`config.mk`:
```
export PLATFORM = sky130hd
export DESIGN_NAME = exc_entry_ctrl
export DESIGN_NICKNAME = d
export VERILOG_FILES = /design/src/rtl/exc_entry_pkg.sv /design/src/rtl/exc_prio_sel.sv /design/src/rtl/exc_vec_calc.sv /design/src/rtl/exc_status.sv /design/src/rtl/exc_entry_ctrl.sv
export SDC_FILE = /design/constraint.sdc
export NUM_CORES = 1
export LEC_CHECK = 0
export BUFFER_PORTS_ARGS = -buffer_cell sky130_fd_sc_hd__buf_2
export CORE_MARGIN = 2
export CORE_UTILIZATION = 28
export DETAILED_ROUTE_END_ITERATION = 12
export PLACE_DENSITY = 0.59
export REMOVE_ABC_BUFFERS = 1
export SLEW_MARGIN = 30
export SYNTH_ARGS = -nofsm -noshare
export SYNTH_HDL_FRONTEND = slang
export SYNTH_SLANG_ARGS = --single-unit
export TNS_END_PERCENT = 30
```
`constraint.sdc`:
```
create_clock -name clk -period 1.5 [get_ports clk]
set_input_delay 0.15 -clock clk [delete_from_list [all_inputs] [get_ports clk]]
set_output_delay 0.15 -clock clk [all_outputs]
set_load 0.03 [all_outputs]
```
`src/rtl/exc_entry_pkg.sv`:
```
package exc_entry_pkg;

    localparam int EXC_COUNT  = 8;
    localparam int NUM_W      = $clog2(EXC_COUNT);
    localparam int SLOT_SHIFT = 5;
    localparam int VEC_LSB    = NUM_W + SLOT_SHIFT;

    typedef enum logic [NUM_W-1:0] {
        EXC_RESET = 3'd0,
        EXC_BREAK = 3'd1,
        EXC_IBUS  = 3'd2,
        EXC_WATCH = 3'd3,
        EXC_DBUS  = 3'd4,
        EXC_DIV   = 3'd5,
        EXC_IRQ   = 3'd6,
        EXC_SCALL = 3'd7
    } exc_num_e;

    typedef enum logic {
        ST_IDLE   = 1'b0,
        ST_COMMIT = 1'b1
    } entry_state_e;

    function automatic logic is_debug(exc_num_e n);
        return (n == EXC_BREAK) || (n == EXC_WATCH);
    endfunction

endpackage

```
`src/rtl/exc_prio_sel.sv`:
```
module exc_prio_sel
    import exc_entry_pkg::*;
(
    input  logic                   clk,
    input  logic                   rst_n,
    input  logic [EXC_COUNT-1:1]   req_i,
    input  logic                   gie_i,
    output logic                   hit_o,
    output exc_num_e               num_o
);

    logic [EXC_COUNT-1:1] eligible;

    // Only the interrupt line is gated by the global enable.
    for (genvar gi = 1; gi < EXC_COUNT; gi++) begin : g_mask
        if (gi == int'(EXC_IRQ)) begin : g_irq
            assign eligible[gi] = req_i[gi] & gie_i;
        end else begin : g_plain
            assign eligible[gi] = req_i[gi];
        end
    end

    // Scan from the top down so the lowest number overwrites last.
    always_comb begin
        hit_o = 1'b0;
        num_o = EXC_RESET;
        for (int k = EXC_COUNT - 1; k >= 1; k--) begin
            if (eligible[k]) begin
                hit_o = 1'b1;
                num_o = exc_num_e'(k[NUM_W-1:0]);
            end
        end
    end

    // the chosen number is one that was actually requested
    a_r7_hit_requested: assert property (@(posedge clk) disable iff (!rst_n)
        hit_o |-> req_i[num_o]);

    // an interrupt is never picked while globally disabled
    a_r6_irq_gated: assert property (@(posedge clk) disable iff (!rst_n)
        (hit_o && num_o == EXC_IRQ) |-> gie_i);

endmodule

```
`src/rtl/exc_vec_calc.sv`:
```
module exc_vec_calc
    import exc_entry_pkg::*;
#(
    parameter int XLEN = 32
) (
    input  logic [XLEN-1:0] norm_base_i,
    input  logic [XLEN-1:0] dbg_base_i,
    input  logic            remap_i,
    input  exc_num_e        num_i,
    output logic [XLEN-1:0] vec_o
);

    logic            use_dbg;
    logic [XLEN-1:0] base_sel;
    logic            unused_low;

    assign use_dbg    = is_debug(num_i) | remap_i;
    assign base_sel   = use_dbg ? dbg_base_i : norm_base_i;
    assign vec_o      = {base_sel[XLEN-1:VEC_LSB], num_i, {SLOT_SHIFT{1'b0}}};
    assign unused_low = ^{norm_base_i[VEC_LSB-1:0], dbg_base_i[VEC_LSB-1:0]};

endmodule

```
`src/rtl/exc_status.sv`:
```
module exc_status
    import exc_entry_pkg::*;
(
    input  logic       clk,
    input  logic       rst_n,
    input  logic       accept_i,
    input  logic       is_dbg_i,
    input  logic       wr_en_i,
    input  logic [2:0] wr_data_i,
    output logic       gie_o,
    output logic       seie_o,
    output logic       sbie_o
);

    always_ff @(posedge clk) begin
        if (!rst_n) begin
            gie_o  <= 1'b0;
            seie_o <= 1'b0;
            sbie_o <= 1'b0;
        end else if (accept_i) begin
            gie_o <= 1'b0;
            if (is_dbg_i) begin
                sbie_o <= sbie_o | gie_o;
            end else begin
                seie_o <= seie_o | gie_o;
            end
        end else if (wr_en_i) begin
            {sbie_o, seie_o, gie_o} <= wr_data_i;
        end
    end

    // entry always leaves interrupts disabled
    a_r5_gie_cleared: assert property (@(posedge clk) disable iff (!rst_n)
        accept_i |=> !gie_o);

    // saved bits capture an enabled state
    a_r5_seie_capture: assert property (@(posedge clk) disable iff (!rst_n)
        (accept_i && !is_dbg_i && gie_o) |=> seie_o);

    a_r5_sbie_capture: assert property (@(posedge clk) disable iff (!rst_n)
        (accept_i && is_dbg_i && gie_o) |=> sbie_o);

    // saved bits only drop through an explicit write
    a_r5_seie_sticky: assert property (@(posedge clk) disable iff (!rst_n)
        $fell(seie_o) |-> $past(wr_en_i) && !$past(accept_i));

endmodule

```
`src/rtl/exc_entry_ctrl.sv`:
```
module exc_entry_ctrl
    import exc_entry_pkg::*;
#(
    parameter int XLEN = 32
) (
    input  logic                 clk,
    input  logic                 rst_n,
    input  logic [EXC_COUNT-1:1] exc_req,
    input  logic [XLEN-1:0]      cur_pc,
    input  logic [XLEN-1:0]      norm_base,
    input  logic [XLEN-1:0]      dbg_base,
    input  logic                 remap_dbg,
    input  logic                 stat_wr_en,
    input  logic [2:0]           stat_wr_data,
    output logic                 pc_load,
    output logic [XLEN-1:0]      next_pc,
    output logic                 lr_we,
    output logic                 lr_sel,
    output logic [XLEN-1:0]      lr_data,
    output logic                 gie,
    output logic                 seie,
    output logic                 sbie
);

    entry_state_e    state, state_nx;
    logic            hit, accept;
    exc_num_e        sel_num, cap_num;
    logic [XLEN-1:0] sel_vec, cap_vec, cap_pc;

    exc_prio_sel u_prio (
        .clk   (clk),
        .rst_n (rst_n),
        .req_i (exc_req),
        .gie_i (gie),
        .hit_o (hit),
        .num_o (sel_num)
    );

    exc_vec_calc #(.XLEN(XLEN)) u_vec (
        .norm_base_i (norm_base),
        .dbg_base_i  (dbg_base),
        .remap_i     (remap_dbg),
        .num_i       (sel_num),
        .vec_o       (sel_vec)
    );

    exc_status u_stat (
        .clk       (clk),
        .rst_n     (rst_n),
        .accept_i  (accept),
        .is_dbg_i  (is_debug(sel_num)),
        .wr_en_i   (stat_wr_en),
        .wr_data_i (stat_wr_data),
        .gie_o     (gie),
        .seie_o    (seie),
        .sbie_o    (sbie)
    );

    assign accept = (state == ST_IDLE) && hit;

    always_comb begin
        state_nx = state;
        unique case (state)
            ST_IDLE:   state_nx = hit ? ST_COMMIT : ST_IDLE;   // T_ACCEPT
            ST_COMMIT: state_nx = ST_IDLE;                     // T_RETIRE
            default:   state_nx = ST_IDLE;
        endcase
    end

    always_ff @(posedge clk) begin
        if (!rst_n) begin
            state <= ST_IDLE;
        end else begin
            state <= state_nx;
        end
    end

    always_ff @(posedge clk) begin
        if (!rst_n) begin
            cap_num <= EXC_RESET;
            cap_vec <= '0;
            cap_pc  <= '0;
        end else if (accept) begin
            cap_num <= sel_num;
            cap_vec <= sel_vec;
            cap_pc  <= cur_pc;
        end
    end

    always_comb begin
        pc_load = 1'b0;
        lr_we   = 1'b0;
        lr_sel  = 1'b0;
        next_pc = '0;
        lr_data = '0;
        unique case (state)
            ST_IDLE: begin
            end
            ST_COMMIT: begin
                pc_load = 1'b1;
                lr_we   = 1'b1;
                lr_sel  = is_debug(cap_num);
                next_pc = cap_vec;
                lr_data = cap_pc;
            end
            default: begin
            end
        endcase
    end

    // the load strobe is a single-cycle pulse
    a_r8_single_pulse: assert property (@(posedge clk) disable iff (!rst_n)
        pc_load |=> !pc_load);

    // handler addresses sit on 32-byte slots
    a_r1_slot_aligned: assert property (@(posedge clk) disable iff (!rst_n)
        pc_load |-> next_pc[SLOT_SHIFT-1:0] == '0);

    // the link write carries the PC seen on the accept edge
    a_r4_link_pc: assert property (@(posedge clk) disable iff (!rst_n)
        pc_load |-> lr_we && lr_data == $past(cur_pc));

    // debug entries use the debug base
    a_r3_debug_base: assert property (@(posedge clk) disable iff (!rst_n)
        (pc_load && lr_sel) |-> next_pc[XLEN-1:VEC_LSB] == $past(dbg_base[XLEN-1:VEC_LSB]));

    // ordinary entries without remap use the normal base
    a_r2_normal_base: assert property (@(posedge clk) disable iff (!rst_n)
        (pc_load && !lr_sel && !$past(remap_dbg)) |->
            next_pc[XLEN-1:VEC_LSB] == $past(norm_base[XLEN-1:VEC_LSB]));

endmodule

```
## After elaboration in Yosys (flattened, before gate mapping)

Index checks and enable logic that the tools add are counted.

| operators by class | value |
|---|---|
| bitwise gates (word level) | 6 |
| reduce and logical (&&, ||, !) cells | 7 |
| mux-type cells | 27 |
| eq/ne operators | 6 |

Operators by type and width:

| kind | count |
|---|---|
| $mux 32 | 3 |
| $mux 3 | 7 |
| $mux 1 | 16 |
| $eq 3x1->1 const B | 2 |
| $eq 3x2->1 const B | 2 |
| $reduce_and 2->1 | 2 |
| $or 1x1->1 | 3 |
| $logic_or 1x1->1 | 2 |
| $ne 2x1->1 const B | 1 |
| $ne 2x2->1 const B | 1 |
| $not 1->1 | 2 |
| $pmux 1 s2 | 1 |
| $reduce_bool 2->1 | 1 |
| $reduce_or 2->1 | 1 |
| $and 1x1->1 | 1 |
| $logic_and 1x1->1 | 1 |

| word-level totals | value |
|---|---|
| flip-flop bits (word level) | 66 |
| logic and storage cells | 53 |
| bits of input ports | 110 |

## Longest topological paths before layout

| logic depth | value |
|---|---|
| depth after elaboration | 11 |
| depth in mapped cells | 6 |

## Hierarchy

Synthesis repeated with hierarchy kept, for this count alone.

| unflattened totals | value |
|---|---|
| cell total of the unflattened synthesis | 427 |
| area total of the unflattened synthesis | 3694.8 um2 |

Modules (own cells, without submodules):

| module | seq. area each (um2) | cells an instance | area an instance (um2) | instances |
|---|---|---|---|---|
| exc_entry_ctrl | 1341.3 | 365 | 3104.2 | 1 |
| exc_vec_calc | 0.0 | 37 | 376.6 | 1 |
| exc_status | 60.1 | 12 | 136.4 | 1 |
| exc_prio_sel | 0.0 | 13 | 77.6 | 1 |

## Worst setup path before layout

No wires, ideal clock.

| timing | value |
|---|---|
| path kind | register to output |
| from | register state |
| to | output lr_sel |
| slack | -0.346 ns |
| arrival time | 1.696 ns |
| stages on the path, launching flop included | 4 |
| cells stage by stage | dfxtp_1 > clkbuf_1 > and2_1 > nor2b_1 |

| on the way | value |
|---|---|
| longest elaborated chain between the ends | 1 |

RTL lines:

| what | line | text |
|---|---|---|
| start: declaration | exc_entry_ctrl.sv:25 | `entry_state_e state, state_nx;` |
| start signal: assignment | exc_entry_ctrl.sv:74 | `state <= state_nx;` |
| $mux 1 | exc_entry_ctrl.sv:96 | `unique case (state)` |
| end: declaration | exc_entry_ctrl.sv:18 | `output logic lr_sel,` |

Every way passes these cells.

## Final worst setup path

| timing | value |
|---|---|
| from | register state |
| to | output lr_data[31] |

| on the way | value |
|---|---|
| longest elaborated chain between the ends | 1 |

RTL lines:

| what | line | text |
|---|---|---|
| $mux 32 | exc_entry_ctrl.sv:96 |  |
| end: declaration | exc_entry_ctrl.sv:19 | `output logic [XLEN-1:0] lr_data,` |

Every way passes these cells.

==> qor.csv <==
metric,value,unit
status,completed,
Core ar.,0.0108,mm²
die extent in x,109,µm
CTS Buffer Depth,2,
Tcrit/Tclk final,95.8,%
worst-path maximum fanout,36,
I/O pin count,180,
full die area,0.0120,mm²
largest net degree at the start of global routing,58,
DRT Pass-1 Iters,4,
Via density,4.48,
"Slew Viols, Final",0,
GRT overflow,0,
final hold viol count,0,
root buffer cell,clkbuf_8,
unrepaired setup endpoints after global routing,true,
"count leader, synth",nand2_1,
GRT Overall Usage,12.9,%
Synth async-reset ratio,0,%
storage element area,0.00126,mm²
final setup vio count,0,
CTS sink cnt,63,
Multi-input gate area,0.00162,mm²
fmax,0.696,GHz
initial antenna violation count,0,
Initial Util,28.7,%
share of the synthesized area in the top cell type,40.6,%
CP Data Arrival Time,1.29,ns
Post-DRT Antenna Nets,0,
DP HPWL,5650,µm
Fillers,1120,
CP Data Required Time,1.35,ns
Mapped Cells,360,
H-tree lvl count,3,
number of flops mapped to enable cells by yosys,0,
register bit total from synthesis,63,
port bufs,158,
Sum Neg Setup Slack,0,ns
post-route insts no fill,652,
row cnt,38,
Max Cap Violations,0,
unique cell type count in the Yosys netlist,34,
minimum clock period after layout,1.44,ns
Final Skew,0.00637,ns
cell count after placement,636,
synth cell count leaders,"nand2_1, dfxtp_1, and2_1, a21oi_1, nor2_1",
Startpoint Class,flip-flop,
CP Class,flip-flop to output pin,
CTS Buf Count,9,
post-synthesis sequential area ratio,40.6,%
Antenna diodes,0,
pwr dens,998,mW/mm²
"top cells by area, synth","dfxtp_1, and2_1, mux2i_1",
"Primary FF master, synth",dfxtp_1,
layout cells sized above 1,41.0,%
Syn. warnings,0,
Synth-to-Final Area Change,41.1,%
Mapped Avg Cell Area,8.63,µm²
number of DRC markers in iteration 0,77,
Post-Syn Area,0.00311,mm²
routed len/inst,12.4,µm
DRC,0,
die height,109,µm
"CTS clk-pin slew, worst paths",0.07,ns
largest area contributor in the netlist,dfxtp_1,
GP Congestion,0.744,
first-pass GRT wire length,12300,µm
worst vdd ir,0.000390,V
drt total wl,8070,µm
Hold WC Path Type,primary input to flip-flop,
vias in the first global route,2869,
Layout Nets,618,
Critical Path End Type,output pin,
Leakage,2.17,nW
CTS tree,yes,
Clock Latency Late Sink,0.33,ns
routed via count,2923,
registers in the layout, indices dropped and copies added, names as in the netlist:
register       count
u_stat.sbie_o      1
u_stat.seie_o      1
u_stat.gie_o       1
state              1
cap_num            2
cap_vec           25
cap_pc            32
per-layer routing:
metal,vias up,share of wire [%],global-route usage [%]
met5,-,0,0
met4,0,0.82,4.70
met1,1328,45,14.6
met2,102,48,22.9
li1,1484,-,-
met3,9,6.6,4.09
critical path, cell delays in order, from the launching register on:
cell and delay [ns]:
dfxtp_4 0.43, buf_12 0.18, and2_1 0.14, buf_2 0.19
logic make-up (layout without fill, tap and decap cells):
kind of cell	after synthesis	count (layout)	share of synthesized area [%]
simple gates	164	164	25.9
compound gates	70	70	17.7
flops	63	63	40.6
buf+inv	37	185	7.65
mux	25	25	8.05
other cells	1	5	0.121
power by group:
part	switching (mW)	internal [mW]	leakage [nW]
registers	0.0619	1.81	0.523
logic	0.537	0.397	1.54
clock network	0.632	0.940	0.108
total	1.23	3.14	2.17
cell usage in the layout (no fill, tap or decap), types with 7 or more instances in the layout:
cell        n
a211oi_2   18
a211oi_1    7
buf_12      7
a21oi_1    34
buf_2     118
clkbuf_8   13
nor2_1     27
dfxtp_1    62
mux2i_1    25
and2_1     59
buf_4      28
nand2_1    65
clkbuf_4    8
path summary, 6_finish.rpt:
kind         slack (ns)                      start                    endpoint  cells past startpoint
max                0.06           state$_SDFF_PP0_                 lr_data[31]                      3
min                0.05                  cur_pc[7]      cap_pc[7]$_SDFFE_PN0P_                      3
max reg2reg        0.11  u_stat.gie_o$_SDFFE_PP0P_  u_stat.seie_o$_SDFFE_PN0P_                      5
min reg2reg        0.45    cap_num[1]$_SDFFE_PN0P_     cap_num[1]$_SDFFE_PN0P_                      2
what timing repair did:
item | CTS | global route
resized for setup | 7 | 75
hold buffers | 0 | 0
pin swaps | 0 | 1
setup buffers | 0 | 0
cloned | 0 | 1
setup endpoints to repair | 56 | 54
cell type report:
cell class / count / area share (%)
well taps: 140 / 4.00
multi-input cells: 264 / 37.0
repair buffers: 168 / 25.0
flip-flops and latches: 63 / 28.9
clock buffers: 13 / 4.08
inverters: 2 / 0.171
clock inverters: 2 / 0.856
per-stage QoR:
stage / setup slack [ns] / power (mW) / hold slack, ns / instance area [µm²] / util [%]
floorplan: -1.54 / 2.45 / 0.286 / 2890 / -
global placement: 0.0958 / 2.78 / 0.392 / 4000 / 36.9
global route: -0.0328 / 4.62 / 0.0257 / 4380 / 40.4
finish: 0.0631 / 4.37 / 0.0483 / 4380 / 40.4
CTS: 0.00938 / 4.42 / 0.0286 / 4240 / 39.1
detailed placement: 0.0726 / 2.80 / 0.397 / 4000 / 36.9
Power figures use the tool's default switching activity.
